### src/rtl/addsub_pkg.sv
package addsub_pkg;

    localparam int unsigned DATA_W = 32;
    localparam int unsigned IMM_W  = 16;
    localparam int unsigned IDX_W  = 5;
    localparam int unsigned OP_W   = 3;

    localparam logic [OP_W-1:0] OP_ADD   = 3'd0;
    localparam logic [OP_W-1:0] OP_ADDU  = 3'd1;
    localparam logic [OP_W-1:0] OP_ADDI  = 3'd2;
    localparam logic [OP_W-1:0] OP_ADDIU = 3'd3;
    localparam logic [OP_W-1:0] OP_SUB   = 3'd4;
    localparam logic [OP_W-1:0] OP_SUBU  = 3'd5;

    typedef enum logic [1:0] {
        ST_IDLE   = 2'd0,
        ST_COMMIT = 2'd1,
        ST_TRAP   = 2'd2,
        ST_SKIP   = 2'd3
    } out_st_e;

    typedef struct packed {
        logic legal;
        logic use_imm;
        logic is_sub;
        logic traps;
    } op_ctrl_t;

    function automatic op_ctrl_t op_decode(input logic [OP_W-1:0] op);
        op_ctrl_t c;
        c = '0;
        case (op)
            OP_ADD:   c = '{legal: 1'b1, use_imm: 1'b0, is_sub: 1'b0, traps: 1'b1};
            OP_ADDU:  c = '{legal: 1'b1, use_imm: 1'b0, is_sub: 1'b0, traps: 1'b0};
            OP_ADDI:  c = '{legal: 1'b1, use_imm: 1'b1, is_sub: 1'b0, traps: 1'b1};
            OP_ADDIU: c = '{legal: 1'b1, use_imm: 1'b1, is_sub: 1'b0, traps: 1'b0};
            OP_SUB:   c = '{legal: 1'b1, use_imm: 1'b0, is_sub: 1'b1, traps: 1'b1};
            OP_SUBU:  c = '{legal: 1'b1, use_imm: 1'b0, is_sub: 1'b1, traps: 1'b0};
            default:  c = '0;
        endcase
        return c;
    endfunction

endpackage

### src/rtl/addsub_opnd_sel.sv
module addsub_opnd_sel #(
    parameter int unsigned DATA_W = 32,
    parameter int unsigned IMM_W  = 16
) (
    input  logic              use_imm,
    input  logic [DATA_W-1:0] rt_val,
    input  logic [IMM_W-1:0]  imm,
    output logic [DATA_W-1:0] opnd_b
);

    localparam int unsigned EXT_W = DATA_W - IMM_W;

    logic [DATA_W-1:0] imm_ext;

    generate
        if (EXT_W > 0) begin : g_sext
            assign imm_ext = {{EXT_W{imm[IMM_W-1]}}, imm};
        end else begin : g_flat
            assign imm_ext = imm[DATA_W-1:0];
        end
    endgenerate

    assign opnd_b = use_imm ? imm_ext : rt_val;

endmodule

### src/rtl/addsub_adder.sv
module addsub_adder #(
    parameter int unsigned DATA_W = 32
) (
    input  logic [DATA_W-1:0] a,
    input  logic [DATA_W-1:0] b,
    input  logic              sub,
    output logic [DATA_W-1:0] sum
);

    logic [DATA_W-1:0] b_eff;
    logic [DATA_W-1:0] cin;

    assign b_eff = b ^ {DATA_W{sub}};
    assign cin   = {{(DATA_W-1){1'b0}}, sub};
    assign sum   = a + b_eff + cin;

endmodule

### src/rtl/addsub_ovf_detect.sv
module addsub_ovf_detect (
    input  logic a_msb,
    input  logic b_msb,
    input  logic sum_msb,
    input  logic is_sub,
    input  logic traps,
    output logic raise
);

    logic signs_agree;
    logic sum_flipped;
    logic ovf;

    assign signs_agree = (a_msb == b_msb);
    assign sum_flipped = (sum_msb != a_msb);

    always_comb begin
        if (is_sub) begin
            ovf = !signs_agree && sum_flipped;
        end else begin
            ovf = signs_agree && sum_flipped;
        end
    end

    assign raise = traps && ovf;

endmodule

### src/rtl/addsub_trap_unit.sv
module addsub_trap_unit
    import addsub_pkg::*;
#(
    parameter int unsigned DATA_W = addsub_pkg::DATA_W,
    parameter int unsigned IMM_W  = addsub_pkg::IMM_W,
    parameter int unsigned IDX_W  = addsub_pkg::IDX_W
) (
    input  logic              clk,
    input  logic              rst_n,
    input  logic              issue_valid,
    input  logic [OP_W-1:0]   op_sel,
    input  logic [DATA_W-1:0] rs_val,
    input  logic [DATA_W-1:0] rt_val,
    input  logic [IMM_W-1:0]  imm16,
    input  logic [IDX_W-1:0]  dest_idx,
    output logic [DATA_W-1:0] res_val,
    output logic [IDX_W-1:0]  res_dest,
    output logic              res_wen,
    output logic              res_trap
);

    localparam int unsigned MSB = DATA_W - 1;

    op_ctrl_t          ctrl;
    logic [DATA_W-1:0] opnd_b;
    logic [DATA_W-1:0] sum;
    logic              raise;
    logic              take;

    out_st_e           st_q;
    out_st_e           st_d;
    logic [DATA_W-1:0] val_q;
    logic [IDX_W-1:0]  dest_q;

    assign ctrl = op_decode(op_sel);
    assign take = issue_valid && ctrl.legal;

    addsub_opnd_sel #(
        .DATA_W (DATA_W),
        .IMM_W  (IMM_W)
    ) opnd_i (
        .use_imm (ctrl.use_imm),
        .rt_val  (rt_val),
        .imm     (imm16),
        .opnd_b  (opnd_b)
    );

    addsub_adder #(
        .DATA_W (DATA_W)
    ) adder_i (
        .a   (rs_val),
        .b   (opnd_b),
        .sub (ctrl.is_sub),
        .sum (sum)
    );

    addsub_ovf_detect ovf_i (
        .a_msb   (rs_val[MSB]),
        .b_msb   (opnd_b[MSB]),
        .sum_msb (sum[MSB]),
        .is_sub  (ctrl.is_sub),
        .traps   (ctrl.traps),
        .raise   (raise)
    );

    // next outcome: idle, trap, skip (index 0), commit, in that priority
    always_comb begin
        if (!take) begin
            st_d = ST_IDLE;
        end else if (raise) begin
            st_d = ST_TRAP;
        end else if (dest_idx == '0) begin
            st_d = ST_SKIP;
        end else begin
            st_d = ST_COMMIT;
        end
    end

    // state register and the data it reports
    always_ff @(posedge clk or negedge rst_n) begin
        if (!rst_n) begin
            st_q   <= ST_IDLE;
            val_q  <= '0;
            dest_q <= '0;
        end else begin
            st_q <= st_d;
            if (take) begin
                val_q  <= sum;
                dest_q <= dest_idx;
            end
        end
    end

    // outputs decoded from the outcome state
    always_comb begin
        res_wen  = 1'b0;
        res_trap = 1'b0;
        unique case (st_q)
            ST_IDLE:   ;
            ST_COMMIT: res_wen  = 1'b1;
            ST_TRAP:   res_trap = 1'b1;
            ST_SKIP:   ;
            default:   ;
        endcase
    end

    assign res_val  = val_q;
    assign res_dest = dest_q;

endmodule

### config.mk
export PLATFORM = sky130hd
export DESIGN_NAME = addsub_trap_unit
export DESIGN_NICKNAME = d
export VERILOG_FILES = /design/src/rtl/addsub_pkg.sv /design/src/rtl/addsub_opnd_sel.sv /design/src/rtl/addsub_adder.sv /design/src/rtl/addsub_ovf_detect.sv /design/src/rtl/addsub_trap_unit.sv
export SDC_FILE = /design/constraint.sdc
export NUM_CORES = 1
export LEC_CHECK = 0
export ABC_AREA = 1
export BUFFER_PORTS_ARGS = -buffer_cell sky130_fd_sc_hd__buf_2
export CELL_PAD_IN_SITES_DETAIL_PLACEMENT = 1
export CELL_PAD_IN_SITES_GLOBAL_PLACEMENT = 2
export CORE_MARGIN = 1.5
export CORE_UTILIZATION = 29
export DETAILED_ROUTE_END_ITERATION = 10
export MAX_ROUTING_LAYER = met4
export PLACE_DENSITY = 0.85
export SLEW_MARGIN = 0
export SYNTH_ARGS = -nofsm -noshare
export SYNTH_HDL_FRONTEND = slang
export SYNTH_SLANG_ARGS = --single-unit
### constraint.sdc
create_clock -name clk -period 1.6 [get_ports clk]
set_clock_uncertainty 0.1 [all_clocks]
set_input_delay 0.24 -clock clk [delete_from_list [all_inputs] [get_ports clk]]
set_output_delay 0.24 -clock clk [all_outputs]
set_load 0.005 [all_outputs]
# --- Word-level counts from Yosys, hierarchy flattened ---
# Index checks and enable logic that the tools add are counted.
op_classes:
  n_mux: 8
  n_reduce_logical: 7
  addsub: 2
  eq_ne: 9
  bitwise: 1
ops:
  columns: ["cell", "count"]
  rows:
  - ["32-bit by 1-bit adder with 32-bit output", 1]
  - ["32-bit adder", 1]
  - ["32-bit two-way mux", 1]
  - ["32-bit bitwise XOR", 1]
  - ["4-bit case mux with 6 select lines", 1]
  - ["3-bit by 2-bit equality test with 1-bit output (second input constant)", 2]
  - ["3-bit equality test (second input constant)", 2]
  - ["2-bit two-way mux", 3]
  - ["5-bit logical NOT", 1]
  - ["1-bit logical AND", 4]
  - ["3-bit by 1-bit equality test with 1-bit output (second input constant)", 1]
  - ["3-bit logical NOT", 1]
  - ["1-bit two-way mux", 3]
  - ["2-bit by 1-bit equality test with 1-bit output (second input constant)", 1]
  - ["2-bit equality test (second input constant)", 1]
  - ["1-bit equality test", 1]
  - ["1-bit logical NOT", 1]
  - ["1-bit inequality test", 1]
word_totals:
  input_bits: 91
  regBits: 39
  elab_cells: 30
  out_inout_bits: 39

# --- Longest topological paths before layout ---
# Gate-level depths: netlist of run 1.
depth:
  depth_word: 12
  mapped_depth: 22
  depth_no_buf: 22

# --- Cells and area by module ---
# From an unflattened synthesis of run 1, not the netlist that was laid out.
hier_totals:
  hier_cells: 756
  area_unflattened_um2: 4610.7
by_module_without_submodules:
  columns: ["module", "cells_each", "area_each_um2", "seq_area_each_um2", "instances"]
  rows:
  - ["addsub_adder", 479, 2576.2, 0.0, 1]
  - ["addsub_trap_unit", 180, 1605.3, 975.9, 1]
  - ["addsub_opnd_sel", 87, 377.9, 0.0, 1]
  - ["addsub_ovf_detect", 10, 51.3, 0.0, 1]

# --- Least setup slack after synthesis of run 1 ---
# Ideal clock, no wire load.
synth_timing:
  path_type: "input to register"
  startpoint: "input op_sel[2]"
  endpoint: "register val_q[28] (netlist: res_val[28])"
  arrival_ns: 2.502
  setup_time_ns: 0.118
  required_time_ns: 1.382
  path_slack_ns: -1.120
  n_path_buf: 1
  stages: 16
  path_cell_list: "inv_2 nand2_2 clkinv_1 nor2_1 clkbuf_1 a21oi_1 fa_1 o21ai_2 a21oi_4 o21ai_4 a21boi_2 or2_1 nand2_1 nand2_1 nand3_1 nand2_1"
synth_between:
  elab_chain_len: 6
  word_cells_on_any_way: 12
  classes_between: "add/sub: 2; eq/ne: 5; mux: 2; bitwise: 1; reduce/logical: 2"
synth_rtl:
  columns: ["element", "line_no", "rtl"]
  rows:
  - ["from (decl)", "addsub_trap_unit.sv:11", "input logic [OP_W-1:0] op_sel,"]
  - ["3-bit equality test, or another cell as far along", "addsub_pkg.sv:32", "case (op)"]
  - ["4-bit case mux with 6 select lines (*)", "addsub_pkg.sv:32", null]
  - ["32-bit two-way mux", "addsub_opnd_sel.sv:23", "assign opnd_b = use_imm ? imm_ext : rt_val;"]
  - ["32-bit bitwise XOR", "addsub_adder.sv:13", "assign b_eff = b ^ {DATA_W{sub}};"]
  - ["32-bit adder", "addsub_adder.sv:15", "assign sum = a + b_eff + cin;"]
  - ["32-bit by 1-bit adder with 32-bit output", "addsub_adder.sv:15", null]
  - ["to (signal assigned)", "addsub_trap_unit.sv:88", "val_q <= sum;"]
  - ["to (decl)", "addsub_trap_unit.sv:32", "logic [DATA_W-1:0] val_q;"]
# Every way passes the cells marked *; elsewhere a longest branch is shown, timed or not.
# A chain may end at the register's enable or synchronous reset.

# --- Worst setup path in the final report of run 1 ---
layout_timing:
  startpoint: "input op_sel[2]"
  endpoint: "register val_q[19] (netlist: res_val[19])"
# Same word-level chain as after synthesis.

==> results.py, run 1 <==
metrics = {
    "status": {
        "outcome": "complete, but fails checks",
        "violations": "negative setup slack",
    },
    "worst_setup_path": {
        "critical_path.max_stage_delay_ns": 0.36,
        "worstPathArrival_ns": 2.64,
        "required_ns": 1.67,
        "crit_chain": "buf_12 > inv_16 > nand2_8 > clkinv_8 > nor2_4 > buf_12 > clkbuf_16 > nand2_2 > o211ai_1 > ha_1 > a21oi_2 > o21ai_1 > inv_1 > nand2_4 > nand2_4 > nand2_4 > nand2_2 > nand2_2 > or2_1 > nand3_2 > nand2_1",
        "rr_worst_depth": 2,
        "cp.depth": 21,
        "crit_type": "in -> reg",
        "cp_max_fo": 6,
        "critPathTopFamily": "simple AND/OR/NAND/NOR gates",
        "endpoint_kind": "flop",
        "cp_slowest_cell": "ha_1",
        "path_buf_inv": 6,
        "cp-start-kind": "input port",
    },
    "flow_run": {
        "cap_viol_max_count": 0,
    },
    "floorplan": {
        "die_area_um2": 14000,
        "ios": 130,
        "die_h_um": 118,
        "start_util": 0.302,
        "core_region_area_um2": 12800,
        "rows": 41,
        "fp.dieW_um": 118,
    },
    "power": {
        "p_leak_nw": 3.42,
        "peakVddDrop_mv": 0.372,
        "power.total_mw": 6.16,
        "p_per_area_nw_per_um2": 887,
    },
    "detailed_routing": {
        "vias_per_cell": 5.04,
        "antenna_left": 0,
        "via_count": 5163,
        "first_pass_iters": 4,
        "routed_wl_um": 18900,
        "drc": 0,
        "wl_per_cell_um": 18.4,
        "dr.first_iter.drc_count": 252,
    },
    "clock_tree": {
        "insertion_delay_ns": 0.28,
        "clock-sinks": 39,
        "cts_tree": "done",
        "clockBufferDepth": 2,
        "clk_pin_slew_ns": 0.06,
        "htreeDepth": 2,
        "cts-root-buf": "clkbuf_16",
        "cts_buffers": 5,
    },
    "cells_and_area": {
        "final_cell_mix": "nand2_1, buf_2, buf_4, dfrtp_1, inv_1",
        "fillers": 1605,
        "final_area_um2": 6950,
        "layout-drive-gt1-share": 0.518,
        "syn_to_final_growth_pct": 80.1,
        "antenna_cells": 0,
        "mostFrequentLayoutCell": "nand2_1",
        "nets": 975,
        "final_util": 0.544,
    },
    "logic_synthesis": {
        "synthAdderAreaFrac": 0.106,
        "synth.area.mux_share": 0,
        "synthTopCellsByArea": "dfrtp_1, nand2_1, ha_1",
        "syn_inst": 580,
        "synth_top_area_cell": "dfrtp_1",
        "synth-compound-area-share": 0.212,
        "syn_area_um2": 3860,
        "yosysSeqAreaShare": 0.253,
        "synth_top_area_frac": 0.253,
        "yosys.cell_types.count": 42,
        "synth.avg_cell_area_um2": 6.65,
        "synthSimpleGateAreaFrac": 0.330,
        "yosys_warnings": 0,
        "ys_ff_latch": 39,
        "synth_xor_area_frac": 0.0363,
        "synth_top_family_by_area": "simple AND/OR/NAND/NOR gates",
        "syn-num-nets": 703,
    },
    "sta": {
        "period_needed_ns": 2.57,
        "max_freq_mhz": 389,
        "finalSetupViolCount": 32,
        "maxSlewHeadroom": 0.649,
        "maxSlewViolCount": 0,
        "holdWs_ns": 0.0767,
        "fin_ws_ns": -0.970,
        "grt_setup_unrepaired": "yes",
        "tightest_slew_ns": 0.526,
        "min_period_over_period": 1.61,
        "finalHoldViolCount": 0,
    },
    "grt": {
        "antenna_found_initial": 0,
        "grt.total_usage": 0.254,
        "grt_pass1_wl_um": 27800,
        "grt_pass1_vias": 5404,
        "grt_max_degree": 53,
        "grt-ovfl-total": 0,
    },
    "worst_hold_path": {
        "hold_path.class": "in -> reg",
        "hold_depth": 3,
    },
    "placed_design": {
        "dp_hpwl_um": 13500,
        "gpl.final_weighted_congestion": 0.863,
        "portBuffers": 129,
        "post_dp_cell_area_um2": 5790,
    },
}
==> kinds of logic after synthesis <==
| group | count (synthesis) |
|---|---|
| flip-flops | 39 |
| AO/OA/AOI/OAI | 129 |
| XOR/XNOR | 16 |
| AND/OR/NAND/NOR | 299 |
| buffers and inverters | 65 |
| adder cells (fa/ha/maj) | 32 |
==> where the power goes <==
| group | switching [mW] | total (mW) | internal (mW) |
|---|---|---|---|
| clock | 0.410 | 1.31 | 0.895 |
| combinational | 1.83 | 3.52 | 1.69 |
| sequential | 0.131 | 1.34 | 1.21 |
| total | 2.37 | 6.16 | 3.79 |
==> metal layers <==
layer  track usage  vias up  wire (um)
li1              -     2497          -
met1         0.327     2484       8320
met2         0.437      146       9480
met3        0.0183       36        674
met4        0.0595        0        380
met5             -        -          0
==> layout make-up <==
cell class,count,area [um2],share of cell area
sequential,39,976,0.141
timing repair buffer,280,2020,0.290
clock inverter,2,60.1,0.00865
multi-input combinational,476,3320,0.478
clock buffer,6,129,0.0186
inverter,50,229,0.0330
tap,172,215,0.0310
==> registers in the layout, indices dropped and copies added (netlist names) <==
name      count
res_dest      5
res_val      32
st_q          2
==> synthesized netlist by cell type, drive strengths merged <==
cell	instances
clkinv	1
o21ai	39
buf	3
o21a	2
o311ai	1
xnor2	9
and3	1
a21o	3
nor4	1
fa	1
dfrtp	39
or2	7
nand3	33
o21bai	1
a21boi	4
a31oi	8
nand3b	4
a211oi	1
a21oi	37
xor2	7
nor2	51
ha	31
nand2	191
clkbuf	12
o221ai	1
inv	49
nand4	2
nor3	9
o211ai	31
a221oi	1
==> final timing paths <==
path	start	to	slack, ns
hold / removal	dest_idx[4]	res_dest[4]$_DFFE_PN0P_	0.08
max in group asynchronous	rst_n	res_val[3]$_DFFE_PN0P_	0.58
setup / recovery	op_sel[2]	res_val[19]$_DFFE_PN0P_	-0.97
hold reg to reg	res_val[29]$_DFFE_PN0P_	res_val[29]$_DFFE_PN0P_	0.37
setup reg to reg	res_val[31]$_DFFE_PN0P_	res_val[31]$_DFFE_PN0P_	0.80
min in group asynchronous	rst_n	res_val[24]$_DFFE_PN0P_	0.45
==> per-stage QoR <==
step	cells	setup WS [ns]	TNS, ns
final	1025	-0.970	-25.39
after global routing	1025	-1.05	-28.86
after CTS	1015	-0.831	-22.81
after detailed placement	990	-1.44	-39.72
after global placement	990	-1.33	-36.65
after floorplan	580	-0.785	-17.74
==> timing repair <==
| action | 4_1_cts | 5_1_grt |
|---|---|---|
| cloned | 2 | 1 |
| gates resized for setup | 111 | 81 |
| endpoints found under the hold margin | 39 | 0 |
| pin swaps | 47 | 46 |
| setup buffers | 14 | 12 |
| hold buffers | 1 | 0 |
| endpoints found under the setup margin | 33 | 33 |
==> worst min-delay path, delay by kind of cell <==
family | cells | cell delay [ns]
AND/OR/NAND/NOR | 2 | 0.10
buffers and inverters | 1 | 0.09
Note: power is estimated with default switching activity, not from simulation.
==> run 2, diff against run 1 <==
ABC_AREA = not set   (was 1)
CORE_UTILIZATION = 31   (was 29)
PLACE_DENSITY = 0.84   (was 0.85)
TNS_END_PERCENT = 1   (was not set)
==> run 2 against run 1 <==
  * The flow still finishes with violations (negative setup slack)
  * Worst hold slack got worse by 0.024 ns
  * Sequential share of layout area rose by 0.85 points
  * Register-to-register slack got worse by 0.15 ns
  * Die area fell by 0.61%
  * Final area fell by 5.7%
  * Critical path type unchanged
==> results.py, run 2 <==
metrics = {
    "sta": {
        "holdWs_ns": 0.0529,
        "finalHoldViolCount": 0,
        "period_needed_ns": 2.79,
        "maxSlewHeadroom": 0.693,
        "min_period_over_period": 1.74,
        "finalSetupViolCount": 31,
        "max_freq_mhz": 358,
        "grt_setup_unrepaired": "yes",
        "tightest_slew_ns": 0.461,
        "fin_ws_ns": -1.19,
        "maxSlewViolCount": 0,
    },
    "logic_synthesis": {
        "ys_ff_latch": 39,
        "yosysSeqAreaShare": 0.238,
        "synth.most_common_cell": "nand2_1",
        "synth_edf_count": 0,
        "synth_common_cells": "nand2_1, o21ai_0, dfrtp_1, a21oi_1, nor2_1",
        "synth.avg_cell_area_um2": 7.76,
        "synthTopCellsByArea": "dfrtp_1, ha_1, xnor2_1",
        "yosys.cell_types.count": 57,
        "yosys_warnings": 0,
        "synth_top_area_frac": 0.238,
        "syn-num-nets": 651,
        "syn_area_um2": 4100,
        "synth_top_area_cell": "dfrtp_1",
        "async_reset_ff_frac": 1.00,
        "ys.flop_type": "dfrtp_1",
        "syn_inst": 528,
    },
    "power": {
        "internal-power_mw": 3.58,
        "p_leak_nw": 3.21,
        "p_comb_frac": 0.540,
        "peakVddDrop_mv": 0.431,
        "switchingPower_mw": 2.08,
        "p_clk_frac": 0.216,
        "swShare": 0.367,
        "p_per_area_nw_per_um2": 865,
        "power.total_mw": 5.66,
        "seqPwrFrac": 0.244,
    },
    "worst_setup_path": {
        "crit_type": "in -> reg",
        "rr_worst_depth": 4,
        "worstPathArrival_ns": 2.86,
        "cp_max_fo": 6,
        "required_ns": 1.67,
        "cp-start-kind": "input port",
        "endpoint_kind": "flop",
    },
    "cells_and_area": {
        "largest_register_ffs": 32,
        "finalNonFillerCells": 943,
        "layout-drive-gt1-share": 0.444,
        "mostFrequentLayoutCell": "buf_2",
        "nets": 892,
        "final_area_um2": 6550,
        "fillers": 1565,
        "multi_input_area_um2": 3310,
        "final_util": 0.513,
        "regArea_um2": 976,
        "syn_to_final_growth_pct": 59.8,
        "final_cell_mix": "buf_2, buf_4, nand2_1, dfrtp_1, nor2_1",
    },
    "placed_design": {
        "dp_cells": 922,
        "post_dp_cell_area_um2": 5860,
        "portBuffers": 129,
        "gpl.final_weighted_congestion": 0.892,
        "dp_hpwl_um": 12400,
    },
    "clock_tree": {
        "clk_pin_slew_ns": 0.06,
        "cts-root-buf": "clkbuf_16",
        "cts_buffers": 5,
        "insertion_delay_ns": 0.29,
        "cts_tree": "done",
        "htreeDepth": 2,
        "clock-sinks": 39,
        "clockBufferDepth": 2,
    },
    "floorplan": {
        "fp.dieW_um": 118,
        "die_h_um": 118,
        "ios": 130,
        "rows": 41,
        "die_area_um2": 13900,
        "start_util": 0.321,
        "core_region_area_um2": 12800,
    },
    "detailed_routing": {
        "drc": 0,
        "antenna_left": 0,
        "first_pass_iters": 6,
        "via_count": 4785,
        "vias_per_cell": 5.07,
        "routed_wl_um": 15900,
        "wl_per_cell_um": 16.9,
        "dr.first_iter.drc_count": 177,
    },
    "status": {
        "violations": "negative setup slack",
        "outcome": "complete, but fails checks",
    },
    "grt": {
        "grt_pass1_vias": 5168,
        "grt_max_degree": 24,
        "grt-ovfl-total": 0,
        "grt.total_usage": 0.236,
        "antenna_found_initial": 1,
        "grt_pass1_wl_um": 25800,
    },
    "worst_hold_path": {
        "hold_path.class": "in -> reg",
        "hold_depth": 3,
    },
    "flow_run": {
        "cap_viol_max_count": 0,
    },
}
[run 2: layer usage]
| metal | part of all wire | global-route usage | vias to the layer above |
|---|---|---|---|
| li1 | - | - | 2361 |
| met5 | 0 | - | - |
| met3 | 0.041 | 0.0286 | 30 |
| met2 | 0.52 | 0.430 | 124 |
| met4 | 0.029 | 0.0793 | 0 |
| met1 | 0.41 | 0.267 | 2270 |
[run 2: metrics by stage]
stage	setup TNS [ns]	worst slack (ns)
floorplan	-32.13	-1.32
global placement	-44.36	-1.68
detailed placement	-48.66	-1.79
CTS	-28.01	-1.25
global route	-32.15	-1.35
finish	-27.98	-1.19
[run 2: path summary, 6_finish.rpt]
| check | start | endpoint | slack, ns |
|---|---|---|---|
| setup / recovery | op_sel[2] | res_val[31]$_DFFE_PN0P_ | -1.19 |
| hold / removal | dest_idx[0] | res_dest[0]$_DFFE_PN0P_ | 0.05 |
| setup reg to reg | res_val[17]$_DFFE_PN0P_ | res_val[17]$_DFFE_PN0P_ | 0.65 |
| hold reg to reg | res_val[13]$_DFFE_PN0P_ | res_val[13]$_DFFE_PN0P_ | 0.37 |
| max in group asynchronous | rst_n | res_val[25]$_DFFE_PN0P_ | 0.58 |
| min in group asynchronous | rst_n | res_val[13]$_DFFE_PN0P_ | 0.33 |
[run 2: area by class of cell]
class,instances,share of cell area
multi-input combinational,444,0.505
clock inverter,2,0.00535
sequential,39,0.149
timing repair buffer,267,0.279
tap,172,0.0329
antenna,1,0.000382
inverter,12,0.00688
clock buffer,6,0.0212
[run 2: timing repair]
action,4_1_cts,5_1_grt
gates cloned,2,0
resized for setup,69,27
hold endpoints to repair,16,0
setup buffers,4,5
pin swaps,36,24
hold buffers,1,0
endpoints found under the setup margin,33,36
[run 2: power groups by stage]
stage          clock network (mW)  logic [mW]  registers (mW)
2_1_floorplan                   0        1.35            1.40
3_3_place_gp                    0        2.57            1.39
3_5_place_dp                    0        2.67            1.40
4_1_cts                      1.24        2.93            1.39
5_1_grt                      1.28        3.35            1.41
6_report                     1.22        3.06            1.38
[run 2: critical path, stage by stage]
cell      delay, ns
buf_12         0.13
buf_4          0.13
xor2_1         0.15
nor2_1         0.12
a21oi_2        0.07
ha_1           0.34
a21o_1         0.20
a211oi_2       0.21
a22oi_2        0.09
o211ai_1       0.28
nand2b_4       0.14
o41ai_4        0.40
buf_4          0.18
xnor2_2        0.11
o21ai_1        0.08
[run 2: cells by family after synthesis]
group | count (synthesis) | synth area share
AND/OR/NAND/NOR | 191 | 0.229
AO/OA/AOI/OAI | 147 | 0.227
XOR/XNOR | 55 | 0.118
buffers and inverters | 45 | 0.0415
flip-flops | 39 | 0.238
adder cells (fa/ha/maj) | 32 | 0.0995
multiplexers | 19 | 0.0467
==> run 3, diff against run 2 <==
CORE_UTILIZATION = 35   (was 31)
PLACE_DENSITY = 0.86   (was 0.84)
SYNTH_HIERARCHICAL = 1   (was not set)
==> run 3 against run 2 <==
  * Register-to-register slack improved by 0.05 ns
  * Clock power hardly changed
  * Via count shrank 14%
  * The run still ends with negative setup slack left
  * Sequential power increased by 15%
  * Largest power group unchanged
  * Sequential cell count stayed put
  * Total power rose by 13%
==> results.py, run 3 <==
metrics = {
    "status": {
        "outcome": "complete, but fails checks",
        "violations": "negative setup slack",
    },
    "placed_design": {
        "pre_cts_ws_ns": -2.03,
        "post_dp_cell_area_um2": 5930,
        "dp_hpwl_um": 12000,
        "gpl.final_weighted_congestion": 0.937,
        "portBuffers": 129,
    },
    "sta": {
        "maxSlewViolCount": 0,
        "tns_ns": -45.50,
        "finalHoldViolCount": 0,
        "maxSlewHeadroom": 0.655,
        "period_needed_ns": 3.31,
        "fin_ws_ns": -1.71,
        "holdWs_ns": 0.0908,
        "min_period_over_period": 2.07,
        "finalSetupViolCount": 33,
        "max_freq_mhz": 303,
        "grt_setup_unrepaired": "yes",
        "tightest_slew_ns": 0.512,
    },
    "clock_tree": {
        "clock-sinks": 39,
        "htreeDepth": 2,
        "cts-root-buf": "clkbuf_16",
        "clockBufferDepth": 2,
        "cts_buffers": 5,
        "insertion_delay_ns": 0.29,
        "cts_tree": "done",
        "clk_pin_slew_ns": 0.06,
    },
    "grt": {
        "grt_pass1_wl_um": 22900,
        "grt_pass1_vias": 4489,
        "grt-ovfl-total": 0,
        "grt.total_usage": 0.236,
        "antenna_found_initial": 0,
        "grt_max_degree": 40,
    },
    "floorplan": {
        "fp.dieW_um": 113,
        "ios": 130,
        "die_area_um2": 12700,
        "core_region_area_um2": 11600,
        "die_h_um": 113,
        "rows": 39,
        "start_util": 0.364,
    },
    "worst_setup_path": {
        "endpoint_kind": "flop",
        "crit_type": "in -> reg",
        "cp-start-kind": "input port",
        "worstPathArrival_ns": 3.39,
        "cp_max_fo": 10,
        "required_ns": 1.68,
    },
    "cells_and_area": {
        "fillers": 1377,
        "final_util": 0.548,
        "mostFrequentLayoutCell": "buf_2",
        "final_cell_mix": "buf_2, buf_4, mux2_4, xor2_1, dfrtp_1",
        "nets": 785,
        "largest_register_ffs": 32,
        "final_area_um2": 6370,
        "syn_to_final_growth_pct": 50.8,
        "layout-drive-gt1-share": 0.575,
        "antenna_cells": 0,
    },
    "logic_synthesis": {
        "ys_ff_latch": 39,
        "yosys_warnings": 6,
        "synth_top_area_frac": 0.231,
        "synth.avg_cell_area_um2": 10.2,
        "synth.area.mux_share": 0.222,
        "synth_top_area_cell": "dfrtp_1",
        "ys.flop_type": "dfrtp_1",
        "synthSimpleGateAreaFrac": 0.109,
        "synthAdderAreaFrac": 0.102,
        "synth_edf_count": 0,
        "syn-num-nets": 540,
        "syn_area_um2": 4220,
        "yosysSeqAreaShare": 0.231,
        "synthTopCellsByArea": "dfrtp_1, mux2_4, ha_1",
        "synth_top_family_by_area": "multiplexers",
        "synth.most_common_cell": "xor2_1",
        "synth_common_cells": "xor2_1, dfrtp_1, mux2_4, ha_1, mux2_2",
        "synth_xor_area_frac": 0.126,
        "yosys.cell_types.count": 60,
        "async_reset_ff_frac": 1.00,
        "syn_inst": 415,
        "synth-compound-area-share": 0.162,
    },
    "power": {
        "p_per_area_nw_per_um2": 1000,
        "p_leak_nw": 3.14,
        "peakVddDrop_mv": 0.524,
    },
    "detailed_routing": {
        "wl_per_cell_um": 18.5,
        "first_pass_iters": 4,
        "dr.first_iter.drc_count": 114,
        "routed_wl_um": 14800,
        "vias_per_cell": 5.10,
        "drc": 0,
        "antenna_left": 0,
        "via_count": 4104,
    },
    "worst_hold_path": {
        "hold_path.class": "in -> reg",
    },
    "flow_run": {
        "cap_viol_max_count": 0,
    },
}
[run 3: changes by cell type after synthesis, sizes merged, moves of 10 or more]
cell and change:
xor2 +20, nor3 -10, nand2b -21, o21ai -24, mux2i -16, xnor2 -14
nand3 -24, mux2 +68, nand2 -44, nor2 -10, clkbuf -16
[run 3: area by class of cell]
cell class	count	area (um2)	area share
clock buffers	5	125	0.0196
clock inverters	3	43.8	0.00688
inverters	6	22.5	0.00354
multi-input cells	350	3260	0.512
flip-flops and latches	39	976	0.153
well taps	143	179	0.0281
repair buffers	258	1760	0.277
[run 3: path summary, 6_finish.rpt]
kind / cells after the start / end / slack [ns] / startpoint
worst max-delay path: 15 / res_val[26]$_DFFE_PN0P_ / -1.71 / op_sel[2]
min in group asynchronous: 3 / res_val[11]$_DFFE_PN0P_ / 0.34 / rst_n
worst min-delay path: 2 / res_dest[0]$_DFFE_PN0P_ / 0.09 / dest_idx[0]
worst max register to register: 1 / res_val[10]$_DFFE_PN0P_ / 0.70 / res_val[10]$_DFFE_PN0P_
worst min register to register: 1 / res_dest[3]$_DFFE_PN0P_ / 0.40 / res_dest[3]$_DFFE_PN0P_
max in group asynchronous: 3 / st_q[1]$_DFF_PN0_ / 0.83 / rst_n
[run 3: metal layers]
| layer | global-route usage | up-vias | wire (um) |
|---|---|---|---|
| met5 | - | - | 0 |
| met2 | 0.415 | 93 | 7670 |
| met3 | 0.0402 | 24 | 589 |
| li1 | - | 1997 | - |
| met4 | 0.0658 | 0 | 288 |
| met1 | 0.278 | 1990 | 6280 |
[run 3: repair_timing]
item / CTS / global route
cloned: 0 / 1
gates resized for setup: 10 / 37
endpoints found under the setup margin: 33 / 33
endpoints found under the hold margin: 39 / 0
buffers inserted: 0 / 2
pin swaps: 1 / 9
hold buffers: 1 / 0
[run 3: where the power goes]
| part | switching [mW] | internal [mW] |
|---|---|---|
| registers | 0.221 | 1.37 |
| logic | 1.61 | 2.00 |
| clock network | 0.457 | 0.737 |
| total | 2.29 | 4.10 |
[run 3: worst max-delay path, cell delays in order]
cell and delay, ns:
buf_6 0.10, nor2b_4 0.16, buf_12 0.13, clkbuf_16 0.16, mux2_4 0.31, xor2_1 0.15
ha_1 0.35, nor2b_4 0.16, o31a_1 0.29, o311ai_4 0.30, and4b_1 0.27, o21ai_2 0.10
a311oi_2 0.30, xnor2_1 0.10, mux2_2 0.26
[run 3: per-stage QoR]
step / cells / power, mW
floorplan: 415 / 3.36
global placement: 792 / 4.88
detailed placement: 792 / 5.01
CTS: 801 / 6.28
global route: 804 / 6.80
finish: 804 / 6.39
[run 3: logic make-up (layout without fill, tap and decap cells)]
| kind of cell | after synthesis | in the layout |
|---|---|---|
| xor gates and xnor gates | 61 | 61 |
| and+or+nand+nor | 86 | 86 |
| buffers and inverters | 26 | 272 |
| muxes | 71 | 71 |
| DFF | 39 | 39 |
| AOI/OAI and AO/OA | 98 | 98 |
| adders and majority gates | 34 | 34 |
